## config.mk

```make
export PLATFORM = sky130hd
export DESIGN_NAME = ring_dma_reader
export DESIGN_NICKNAME = d
export VERILOG_FILES = /design/src/rtl/ring_dma_pkg.sv /design/src/rtl/ring_dma_csr.sv /design/src/rtl/ring_dma_outstage.sv /design/src/rtl/ring_dma_engine.sv /design/src/rtl/ring_dma_reader.sv
export SDC_FILE = /design/constraint.sdc
export NUM_CORES = 1
export LEC_CHECK = 0
export BUFFER_PORTS_ARGS = -buffer_cell sky130_fd_sc_hd__buf_4
export CAP_MARGIN = 25
export CORE_ASPECT_RATIO = 0.8
export CORE_MARGIN = 5
export CORE_UTILIZATION = 40
export DETAILED_ROUTE_END_ITERATION = 10
export PLACE_DENSITY_LB_ADDON = 0.08
export SLEW_MARGIN = 20
export SYNTH_ARGS = -nofsm -noshare
export SYNTH_HDL_FRONTEND = slang
export SYNTH_HIERARCHICAL = 1
export SYNTH_SLANG_ARGS = --single-unit
```

## constraint.sdc

```tcl
create_clock -name clk -period 7.85 [get_ports clk]
set_input_delay 0.3925 -clock clk [delete_from_list [all_inputs] [get_ports clk]]
set_output_delay 0.3925 -clock clk [all_outputs]
set_load 0.005 [all_outputs]
```

## src/rtl/ring_dma_pkg.sv

```systemverilog
// Shared constants, register indexes and helpers for the descriptor ring reader.
package ring_dma_pkg;
    localparam int DATA_W   = 32;
    localparam int ADDR_W   = 64;
    localparam int BYTES    = DATA_W / 8;
    localparam int CSR_AW   = 4;

    localparam logic [CSR_AW-1:0] RA_CTRL    = 4'd0;
    localparam logic [CSR_AW-1:0] RA_STAT    = 4'd1;
    localparam logic [CSR_AW-1:0] RA_RING_LO = 4'd2;
    localparam logic [CSR_AW-1:0] RA_RING_HI = 4'd3;
    localparam logic [CSR_AW-1:0] RA_CYC     = 4'd4;
    localparam logic [CSR_AW-1:0] RA_LAST    = 4'd5;
    localparam logic [CSR_AW-1:0] RA_LIMIT   = 4'd6;
    localparam logic [CSR_AW-1:0] RA_LIMEN   = 4'd7;
    localparam logic [CSR_AW-1:0] RA_POS     = 4'd8;

    typedef enum logic [2:0] {
        ST_IDLE, ST_CHK, ST_FREQ, ST_FWAIT, ST_DREQ, ST_DWAIT, ST_RST
    } eng_state_t;

    // Byte-lane mask for a word carrying n bytes (1..4).
    function automatic logic [BYTES-1:0] keep_of(input logic [2:0] n);
        logic [BYTES-1:0] m;
        for (int b = 0; b < BYTES; b++) m[b] = (3'(b) < n);
        return m;
    endfunction
endpackage

```

## src/rtl/ring_dma_csr.sv

```systemverilog
// Register file of the ring reader.
// Holds configuration, run/reset requests, sticky status and the interrupt gate.
// Assumes: single-cycle writes, combinational reads selected by csr_addr.
module ring_dma_csr
    import ring_dma_pkg::*;
#(
    parameter int IDX_W = 8
) (
    input  logic               clk,
    input  logic               rst_n,
    input  logic               csr_we,
    input  logic [CSR_AW-1:0]  csr_addr,
    input  logic [31:0]        csr_wdata,
    output logic [31:0]        csr_rdata,
    input  logic               glob_irq_en,
    output logic               irq,
    output logic               run_req,
    output logic               srst_req,
    output logic [ADDR_W-1:0]  ring_base,
    output logic [31:0]        cyc_len,
    output logic [IDX_W-1:0]   last_idx,
    output logic [31:0]        lim_val,
    output logic               lim_en,
    output logic [3:0]         tag,
    input  logic               running,
    input  logic               srst_ack,
    input  logic [31:0]        pos,
    input  logic               done_set,
    input  logic               err_set,
    input  logic               run_clr
);
    logic        ie;
    logic        st_done;
    logic        st_err;
    logic [24:0] ring_lo_q;
    logic [31:0] ring_hi_q;

    assign ring_base = {ring_hi_q, ring_lo_q, 7'b0};

    // Register writes, engine event capture and run clear (engine events win).
    always_ff @(posedge clk) begin
        if (!rst_n) begin
            run_req   <= 1'b0;
            srst_req  <= 1'b0;
            ie        <= 1'b0;
            tag       <= 4'd0;
            st_done   <= 1'b0;
            st_err    <= 1'b0;
            ring_lo_q <= '0;
            ring_hi_q <= '0;
            cyc_len   <= '0;
            last_idx  <= '0;
            lim_val   <= '0;
            lim_en    <= 1'b0;
        end else begin
            if (csr_we) begin
                case (csr_addr)
                    RA_CTRL: begin
                        srst_req <= csr_wdata[0];
                        run_req  <= csr_wdata[1];
                        ie       <= csr_wdata[2];
                        tag      <= csr_wdata[23:20];
                    end
                    RA_STAT: begin
                        if (csr_wdata[0]) st_done <= 1'b0;
                        if (csr_wdata[1]) st_err  <= 1'b0;
                    end
                    RA_RING_LO: ring_lo_q <= csr_wdata[31:7];
                    RA_RING_HI: ring_hi_q <= csr_wdata;
                    RA_CYC:     cyc_len   <= csr_wdata;
                    RA_LAST:    last_idx  <= csr_wdata[IDX_W-1:0];
                    RA_LIMIT:   lim_val   <= csr_wdata;
                    RA_LIMEN:   lim_en    <= csr_wdata[0];
                    default: ;
                endcase
            end
            if (done_set) st_done <= 1'b1;
            if (err_set)  st_err  <= 1'b1;
            if (run_clr)  run_req <= 1'b0;
        end
    end

    // Read mux: control reports live engine state, not the written request bits.
    always_comb begin
        case (csr_addr)
            RA_CTRL:    csr_rdata = {8'd0, tag, 17'd0, ie, running, srst_ack};
            RA_STAT:    csr_rdata = {30'd0, st_err, st_done};
            RA_RING_LO: csr_rdata = {ring_lo_q, 7'b0};
            RA_RING_HI: csr_rdata = ring_hi_q;
            RA_CYC:     csr_rdata = cyc_len;
            RA_LAST:    csr_rdata = 32'(last_idx);
            RA_LIMIT:   csr_rdata = lim_val;
            RA_LIMEN:   csr_rdata = {31'd0, lim_en};
            RA_POS:     csr_rdata = pos;
            default:    csr_rdata = 32'd0;
        endcase
    end

    // Interrupt gate: both enables and any sticky status.
    assign irq = glob_irq_en & ie & (st_done | st_err);

    // Status completion bit only rises on an engine completion event.
    assert_done_from_engine_R11: assert property (@(posedge clk) disable iff (!rst_n)
        $rose(st_done) |-> $past(done_set));
    // Error bit only rises on an engine fault, and the fault drops the run request.
    assert_err_from_engine_R12: assert property (@(posedge clk) disable iff (!rst_n)
        $rose(st_err) |-> ($past(err_set) && !run_req));
endmodule

```

## src/rtl/ring_dma_outstage.sv

```systemverilog
// Single-entry output holding stage for the stream port.
// Assumes: the engine loads only when the stage is empty (one read outstanding).
module ring_dma_outstage
    import ring_dma_pkg::*;
(
    input  logic              clk,
    input  logic              rst_n,
    input  logic              flush,
    input  logic              load,
    input  logic [DATA_W-1:0] ld_data,
    input  logic [BYTES-1:0]  ld_keep,
    input  logic              ld_last,
    output logic              empty,
    output logic              out_valid,
    input  logic              out_ready,
    output logic [DATA_W-1:0] out_data,
    output logic [BYTES-1:0]  out_keep,
    output logic              out_last
);
    // Hold a word until the sink takes it; flush drops it during stream reset.
    always_ff @(posedge clk) begin
        if (!rst_n || flush) begin
            out_valid <= 1'b0;
            out_data  <= '0;
            out_keep  <= '0;
            out_last  <= 1'b0;
        end else if (load) begin
            out_valid <= 1'b1;
            out_data  <= ld_data;
            out_keep  <= ld_keep;
            out_last  <= ld_last;
        end else if (out_valid && out_ready) begin
            out_valid <= 1'b0;
        end
    end

    assign empty = !out_valid;

    // A new word never lands on one not yet taken.
    assert_no_overwrite_R8: assert property (@(posedge clk) disable iff (!rst_n)
        load |-> !out_valid);
    // A presented word stays put until accepted.
    assert_hold_under_backpressure_R8: assert property (@(posedge clk) disable iff (!rst_n)
        (out_valid && !out_ready && !flush) |=>
            (out_valid && $stable(out_data) && $stable(out_keep) && $stable(out_last)));
endmodule

```

## src/rtl/ring_dma_engine.sv

```systemverilog
// Descriptor walker and data reader.
// Fetches four-word descriptors, reads buffer words subject to the position
// limit, advances the cyclic byte position and reports completion and faults.
// Assumes: buffer addresses are 4-byte aligned; one memory read outstanding.
module ring_dma_engine
    import ring_dma_pkg::*;
#(
    parameter int IDX_W = 8
) (
    input  logic              clk,
    input  logic              rst_n,
    input  logic              run_req,
    input  logic              srst_req,
    input  logic [ADDR_W-1:0] ring_base,
    input  logic [31:0]       cyc_len,
    input  logic [IDX_W-1:0]  last_idx,
    input  logic [31:0]       lim_val,
    input  logic              lim_en,
    output logic              running,
    output logic              srst_ack,
    output logic [31:0]       pos,
    output logic              done_set,
    output logic              err_set,
    output logic              run_clr,
    output logic              mem_req_valid,
    input  logic              mem_req_ready,
    output logic [ADDR_W-1:0] mem_req_addr,
    input  logic              mem_rsp_valid,
    input  logic [DATA_W-1:0] mem_rsp_data,
    input  logic              mem_rsp_err,
    input  logic              ob_empty,
    output logic              ob_load,
    output logic [DATA_W-1:0] ob_data,
    output logic [BYTES-1:0]  ob_keep,
    output logic              ob_last,
    output logic              ob_flush
);
    eng_state_t        state;
    logic [IDX_W-1:0]  idx;
    logic [1:0]        wsel;
    logic [ADDR_W-1:0] buf_addr;
    logic [31:0]       dlen;
    logic              dflag;
    logic [31:0]       dofs;
    logic              loaded;

    logic [31:0]       rem;
    logic [2:0]        nbytes;
    logic [31:0]       avail;
    logic              lim_ok;
    logic [32:0]       psum;
    logic [31:0]       pos_nxt;
    logic [ADDR_W-1:0] desc_addr;
    logic [ADDR_W-1:0] data_addr;
    logic              fetch_fault;
    logic              data_fault;

    // Bytes left in the current descriptor and the size of the next word.
    always_comb begin
        rem    = dlen - dofs;
        nbytes = (rem >= 32'd4) ? 3'd4 : rem[2:0];
    end

    // Room before the limit, measured forward around the cyclic buffer.
    always_comb begin
        avail  = (lim_val >= pos) ? (lim_val - pos) : (lim_val + cyc_len - pos);
        lim_ok = !lim_en || (avail >= 32'(nbytes));
    end

    // Next byte position, wrapping at the cyclic length.
    always_comb begin
        psum    = {1'b0, pos} + 33'(nbytes);
        pos_nxt = (psum >= {1'b0, cyc_len}) ? 32'(psum - {1'b0, cyc_len}) : psum[31:0];
    end

    // Request addresses for descriptor words and data words.
    always_comb begin
        desc_addr     = ring_base + ADDR_W'({idx, 4'b0000}) + ADDR_W'({wsel, 2'b00});
        data_addr     = buf_addr + ADDR_W'(dofs);
        mem_req_valid = (state == ST_FREQ) || (state == ST_DREQ);
        mem_req_addr  = (state == ST_FREQ) ? desc_addr : data_addr;
    end

    // Fault detection and event pulses toward the register file.
    always_comb begin
        fetch_fault = (state == ST_FWAIT) && mem_rsp_valid &&
                      (mem_rsp_err || (wsel == 2'd2 && mem_rsp_data == '0));
        data_fault  = (state == ST_DWAIT) && mem_rsp_valid && mem_rsp_err;
        err_set     = fetch_fault || data_fault;
        run_clr     = err_set;
        ob_load     = (state == ST_DWAIT) && mem_rsp_valid && !mem_rsp_err;
        ob_keep     = keep_of(nbytes);
        ob_last     = (rem <= 32'd4);
        done_set    = ob_load && ob_last && dflag;
        ob_flush    = (state == ST_RST);
        running     = (state != ST_IDLE) && (state != ST_RST);
        srst_ack    = (state == ST_RST);
    end

    // Zero the unused byte lanes of a partial word.
    for (genvar b = 0; b < BYTES; b++) begin : g_lane
        assign ob_data[8*b +: 8] = ob_keep[b] ? mem_rsp_data[8*b +: 8] : 8'h00;
    end

    // Main sequencer: descriptor fetch, limited data reads, stop and reset handshakes.
    always_ff @(posedge clk) begin
        if (!rst_n) begin
            state    <= ST_IDLE;
            idx      <= '0;
            wsel     <= '0;
            buf_addr <= '0;
            dlen     <= '0;
            dflag    <= 1'b0;
            dofs     <= '0;
            loaded   <= 1'b0;
            pos      <= '0;
        end else begin
            case (state)
                ST_IDLE: begin
                    if (srst_req)     state <= ST_RST;
                    else if (run_req) state <= ST_CHK;
                end
                ST_CHK: begin
                    if (srst_req || !run_req)    state <= ST_IDLE;
                    else if (!loaded)            state <= ST_FREQ;
                    else if (ob_empty && lim_ok) state <= ST_DREQ;
                end
                ST_FREQ: if (mem_req_ready) state <= ST_FWAIT;
                ST_FWAIT: if (mem_rsp_valid) begin
                    if (fetch_fault) begin
                        wsel  <= '0;
                        state <= ST_IDLE;
                    end else begin
                        case (wsel)
                            2'd0: buf_addr[31:0]  <= mem_rsp_data;
                            2'd1: buf_addr[63:32] <= mem_rsp_data;
                            2'd2: dlen            <= mem_rsp_data;
                            default: begin
                                dflag  <= mem_rsp_data[0];
                                dofs   <= '0;
                                loaded <= 1'b1;
                            end
                        endcase
                        wsel  <= wsel + 2'd1;
                        state <= ST_CHK;
                    end
                end
                ST_DREQ: if (mem_req_ready) state <= ST_DWAIT;
                ST_DWAIT: if (mem_rsp_valid) begin
                    if (data_fault) begin
                        loaded <= 1'b0;
                        wsel   <= '0;
                        state  <= ST_IDLE;
                    end else begin
                        pos <= pos_nxt;
                        if (ob_last) begin
                            loaded <= 1'b0;
                            idx    <= (idx == last_idx) ? '0 : idx + IDX_W'(1);
                        end else begin
                            dofs <= dofs + 32'(nbytes);
                        end
                        state <= ST_CHK;
                    end
                end
                ST_RST: begin
                    idx      <= '0;
                    wsel     <= '0;
                    buf_addr <= '0;
                    dlen     <= '0;
                    dflag    <= 1'b0;
                    dofs     <= '0;
                    loaded   <= 1'b0;
                    pos      <= '0;
                    if (!srst_req) state <= ST_IDLE;
                end
                default: state <= ST_IDLE;
            endcase
        end
    end

    // Requests hold their address until accepted.
    assert_req_hold_R13: assert property (@(posedge clk) disable iff (!rst_n)
        (mem_req_valid && !mem_req_ready) |=> (mem_req_valid && $stable(mem_req_addr)));
    // Responses only arrive for the single outstanding read.
    assert_rsp_expected_R13: assert property (@(posedge clk) disable iff (!rst_n)
        mem_rsp_valid |-> (state == ST_FWAIT || state == ST_DWAIT));
    // Position stays inside the cyclic buffer while running.
    assert_pos_range_R5: assert property (@(posedge clk) disable iff (!rst_n)
        (running && cyc_len != 32'd0) |-> (pos < cyc_len));
    // An issued data read never covers bytes at or past the limit.
    assert_limit_respected_R6: assert property (@(posedge clk) disable iff (!rst_n)
        (state == ST_DREQ && lim_en) |-> (avail >= 32'(nbytes)));
    // Reset handshake clears the position.
    assert_reset_clears_R9: assert property (@(posedge clk) disable iff (!rst_n)
        (srst_ack && $past(srst_ack)) |-> (pos == 32'd0 && !loaded));
endmodule

```

## src/rtl/ring_dma_reader.sv

```systemverilog
// Top of the descriptor ring stream reader: register file, engine, output stage.
// Assumes: single memory read port with in-order responses.
module ring_dma_reader
    import ring_dma_pkg::*;
#(
    parameter int IDX_W = 8
) (
    input  logic              clk,
    input  logic              rst_n,
    input  logic              csr_we,
    input  logic [CSR_AW-1:0] csr_addr,
    input  logic [31:0]       csr_wdata,
    output logic [31:0]       csr_rdata,
    input  logic              glob_irq_en,
    output logic              irq,
    output logic              mem_req_valid,
    input  logic              mem_req_ready,
    output logic [ADDR_W-1:0] mem_req_addr,
    input  logic              mem_rsp_valid,
    input  logic [DATA_W-1:0] mem_rsp_data,
    input  logic              mem_rsp_err,
    output logic              out_valid,
    input  logic              out_ready,
    output logic [DATA_W-1:0] out_data,
    output logic [BYTES-1:0]  out_keep,
    output logic              out_last,
    output logic [3:0]        out_tag
);
    logic              run_req, srst_req, lim_en;
    logic [ADDR_W-1:0] ring_base;
    logic [31:0]       cyc_len, lim_val, pos;
    logic [IDX_W-1:0]  last_idx;
    logic              running, srst_ack, done_set, err_set, run_clr;
    logic              ob_empty, ob_load, ob_last, ob_flush;
    logic [DATA_W-1:0] ob_data;
    logic [BYTES-1:0]  ob_keep;

    ring_dma_csr #(.IDX_W(IDX_W)) u_csr (
        .clk(clk), .rst_n(rst_n),
        .csr_we(csr_we), .csr_addr(csr_addr), .csr_wdata(csr_wdata), .csr_rdata(csr_rdata),
        .glob_irq_en(glob_irq_en), .irq(irq),
        .run_req(run_req), .srst_req(srst_req), .ring_base(ring_base),
        .cyc_len(cyc_len), .last_idx(last_idx), .lim_val(lim_val), .lim_en(lim_en),
        .tag(out_tag),
        .running(running), .srst_ack(srst_ack), .pos(pos),
        .done_set(done_set), .err_set(err_set), .run_clr(run_clr)
    );

    ring_dma_engine #(.IDX_W(IDX_W)) u_eng (
        .clk(clk), .rst_n(rst_n),
        .run_req(run_req), .srst_req(srst_req), .ring_base(ring_base),
        .cyc_len(cyc_len), .last_idx(last_idx), .lim_val(lim_val), .lim_en(lim_en),
        .running(running), .srst_ack(srst_ack), .pos(pos),
        .done_set(done_set), .err_set(err_set), .run_clr(run_clr),
        .mem_req_valid(mem_req_valid), .mem_req_ready(mem_req_ready), .mem_req_addr(mem_req_addr),
        .mem_rsp_valid(mem_rsp_valid), .mem_rsp_data(mem_rsp_data), .mem_rsp_err(mem_rsp_err),
        .ob_empty(ob_empty), .ob_load(ob_load), .ob_data(ob_data), .ob_keep(ob_keep),
        .ob_last(ob_last), .ob_flush(ob_flush)
    );

    ring_dma_outstage u_out (
        .clk(clk), .rst_n(rst_n), .flush(ob_flush),
        .load(ob_load), .ld_data(ob_data), .ld_keep(ob_keep), .ld_last(ob_last),
        .empty(ob_empty),
        .out_valid(out_valid), .out_ready(out_ready), .out_data(out_data),
        .out_keep(out_keep), .out_last(out_last)
    );
endmodule

```

==> flow_summary.ini <==
[worst_setup_path]
crit_fanout = 7
max_stage_delay_ns = 0.53
crit_required_ns = 8.28
crit_arrival_ns = 8.26
worstSetupStartpoint = u_eng/dofs[9]
r2r_start = u_eng/dofs[9]
path_class = register to register
cp-end-kind = register
cpMaxStageDelayCell = or4b_4
startpoint_type = register

[yosys]
synth.top_cells.by_area = dfxtp_1, ha_1, nand3_1
yosys.area.top_type = dfxtp_1
postSynthCellCount = 3886
synth_cell_types = 111
synth.cell_area_sq_um = 29800
ys_ff_latch = 352
syn_area_per_cell_sq_um = 7.67
synth-edff-count = 0
synth_top_area_share_pct = 23.7
ys_warn_count = 6
async_reset_ff_share_pct = 0
synth_seq_area_share_pct = 23.7
synthFlopType = dfxtp_1

[finish]
fin_area_sq_um = 36200
final_cell_mix = buf_4, dfxtp_1, nand3_1
area_growth_syn_to_layout_pct = 21.4
fill_cells = 7478
drive_above_1_share_pct = 18.1
instances_no_fill = 5264
nNetsFinal = 4525
final_common_cell = buf_4

[routing]
dr_total_vias = 30800
drc = 0
drt_iter0_drc = 3423
wl_per_cell_um = 23.7
via_per_inst = 5.85
ant_nets = 0
firstDrtPassIters = 6
totalWireLength_mm = 125

[sta]
maxSlewHeadroom_pct = 16.6
finClkSkew_ns = 0.0344
slew_viol_final = 0
rsz0062_at_grt = yes
setup-tns-final_ns = 0
hold_violations = 0
period_share_pct = 99.6
max_freq_mhz = 128
setup_slack_ns = 0.0281
fin_crit_ns = 7.82
tightest_slew_ns = 1.24
setup_viol = 0

[pwr]
leakagePower_nw = 14.8
vdd_drop_max_uv = 111
combinationalPowerShare_pct = 36.7
swShare_pct = 35.2
power_w = 0.00634
power_density_nw_per_um2 = 175
internal_power_w = 0.00411
clkPwrFrac_pct = 34.2
power_switching_w = 0.00223
pwr-share-seq_pct = 29.1

[floorplan]
pin_count = 216
coreArea_sq_um = 73800
die_w_um = 315
dieArea_sq_um = 80100
die_h_um = 254
start_util_pct = 40.3
std_cell_rows = 89

[hold_path]
hold_start = out_ready
min_path_type = input port to register

[cts]
numCtsBuffers = 43
path_clk_slew_ns = 0.06
h-tree-depth = 2
cts_tree = yes
hold_buffers = 0
root_buffer = clkbuf_16
clkSinkCount = 352
clock_latency_ns = 0.60
cts_buffer_depth = 3

[run_status]
status = complete, no violations

[grt]
track_usage_pct = 29.5
grt_overflow = 0
grt_antenna_before_repair = 11
grt_pass1_wl_mm = 182
grt_max_degree = 101
grt_pass1_vias = 27800

[placed_design]
post_dp_cell_area_sq_um = 33800
dp_hpwl_mm = 95.8
place.port_buffers = 215
dp.cells = 5155
place_congestion = 0.946
pre_cts_ws_ns = -0.640

[job]
drv_cap = 0
[cell families (layout without fill, tap and decap cells)]
group,count (synthesis),in the layout,synth area share (%)
adder cells (fa/ha/maj),219,219,10.2
XOR/XNOR,247,247,7.26
buffers and inverters,486,855,6.92
AO/OA/AOI/OAI,1155,1156,25.9
multiplexers,101,101,3.46
AND/OR/NAND/NOR,1325,1325,22.6
other,1,8,0.0126
flip-flops,352,352,23.7
[stage by stage]
stage	hold WS (ns)	utilization, %
after floorplan	0.448	-
after global placement	0.461	45.7
after global routing	0.0773	49.0
after CTS	0.0487	48.1
after detailed placement	0.465	45.8
final	0.0732	49.0
[flip-flops by register name, indices dropped and copies added (netlist names), 32 cells and up]
signal           cells
u_csr/cyc_len       32
u_csr/lim_val       32
u_csr/ring_hi_q     32
u_eng/buf_addr      64
u_eng/dlen          32
u_eng/dofs          32
u_eng/pos           32
u_out/out_data      32
[synthesized netlist by cell type (all sizes together), types with 27 or more instances]
cell type / number
buf: 74
a22oi: 49
nand3: 341
o221ai: 30
xor2: 65
fa: 38
and2: 47
o22ai: 30
o21bai: 27
a21oi: 200
nor2b: 42
a21o: 81
ha: 181
nor2: 233
a21boi: 239
a31oi: 30
nand4: 47
nand2: 314
nor4: 41
xnor2: 182
dfxtp: 352
nor3: 58
clkbuf: 152
o21a: 30
nand2b: 41
and3: 48
mux2i: 89
o21ai: 295
inv: 259
[per-layer routing]
layer / vias up / routed length, um / GRT usage, % / share of wire, %
met4: 2 / 2560 / 6.06 / 2.1
met2: 1323 / 50000 / 41.7 / 40
met1: 14800 / 60800 / 46.4 / 49
met3: 135 / 11100 / 5.23 / 8.9
met5: - / 13 / 0 / 0.010
li1: 14600 / - / - / -
[layout make-up]
type	count	area, sq um	share of cell area (%)
diodes	1	2.50	0.00692
multi-input cells	3055	21300	58.9
repair buffers	519	4100	11.3
clock inverters	17	221	0.612
inverters	259	975	2.70
well taps	1001	1250	3.46
flip-flops and latches	352	7050	19.5
clock buffers	60	1270	3.52
[power groups by stage]
| stage | registers, W | clock network, W | logic (W) |
|---|---|---|---|
| floorplan | 0.00186 | 0 | 0.00127 |
| global route | 0.00185 | 0.00226 | 0.00247 |
| CTS | 0.00184 | 0.00220 | 0.00200 |
| global placement | 0.00188 | 0 | 0.00188 |
| finish | 0.00185 | 0.00217 | 0.00233 |
| detailed placement | 0.00188 | 0 | 0.00187 |
[worst max-delay path: cells and delay by family (launching register included)]
kind / cells / cell delay (ns)
flops: 1 / 0.34
xor+xnor: 1 / 0.19
simple gates: 13 / 2.78
buf+inv: 8 / 0.99
fa+ha+maj: 3 / 0.78
compound gates: 12 / 2.45
mux: 1 / 0.15
[worst paths after layout]
path,end,slack (ns),cells past startpoint
max,u_eng/pos[16],0.03,38
min,u_out/out_valid,0.07,3
max reg2reg,u_eng/pos[16],0.03,38
min reg2reg,u_eng/buf_addr[5],0.47,2
[what timing repair did]
action / CTS / global route
resized for setup: 34 / 97
setup buffers: 7 / 17
gates cloned: 1 / 4
endpoints found under the setup margin: 32 / 35
pin swaps: 13 / 39
(Power assumes the default switching activity.)
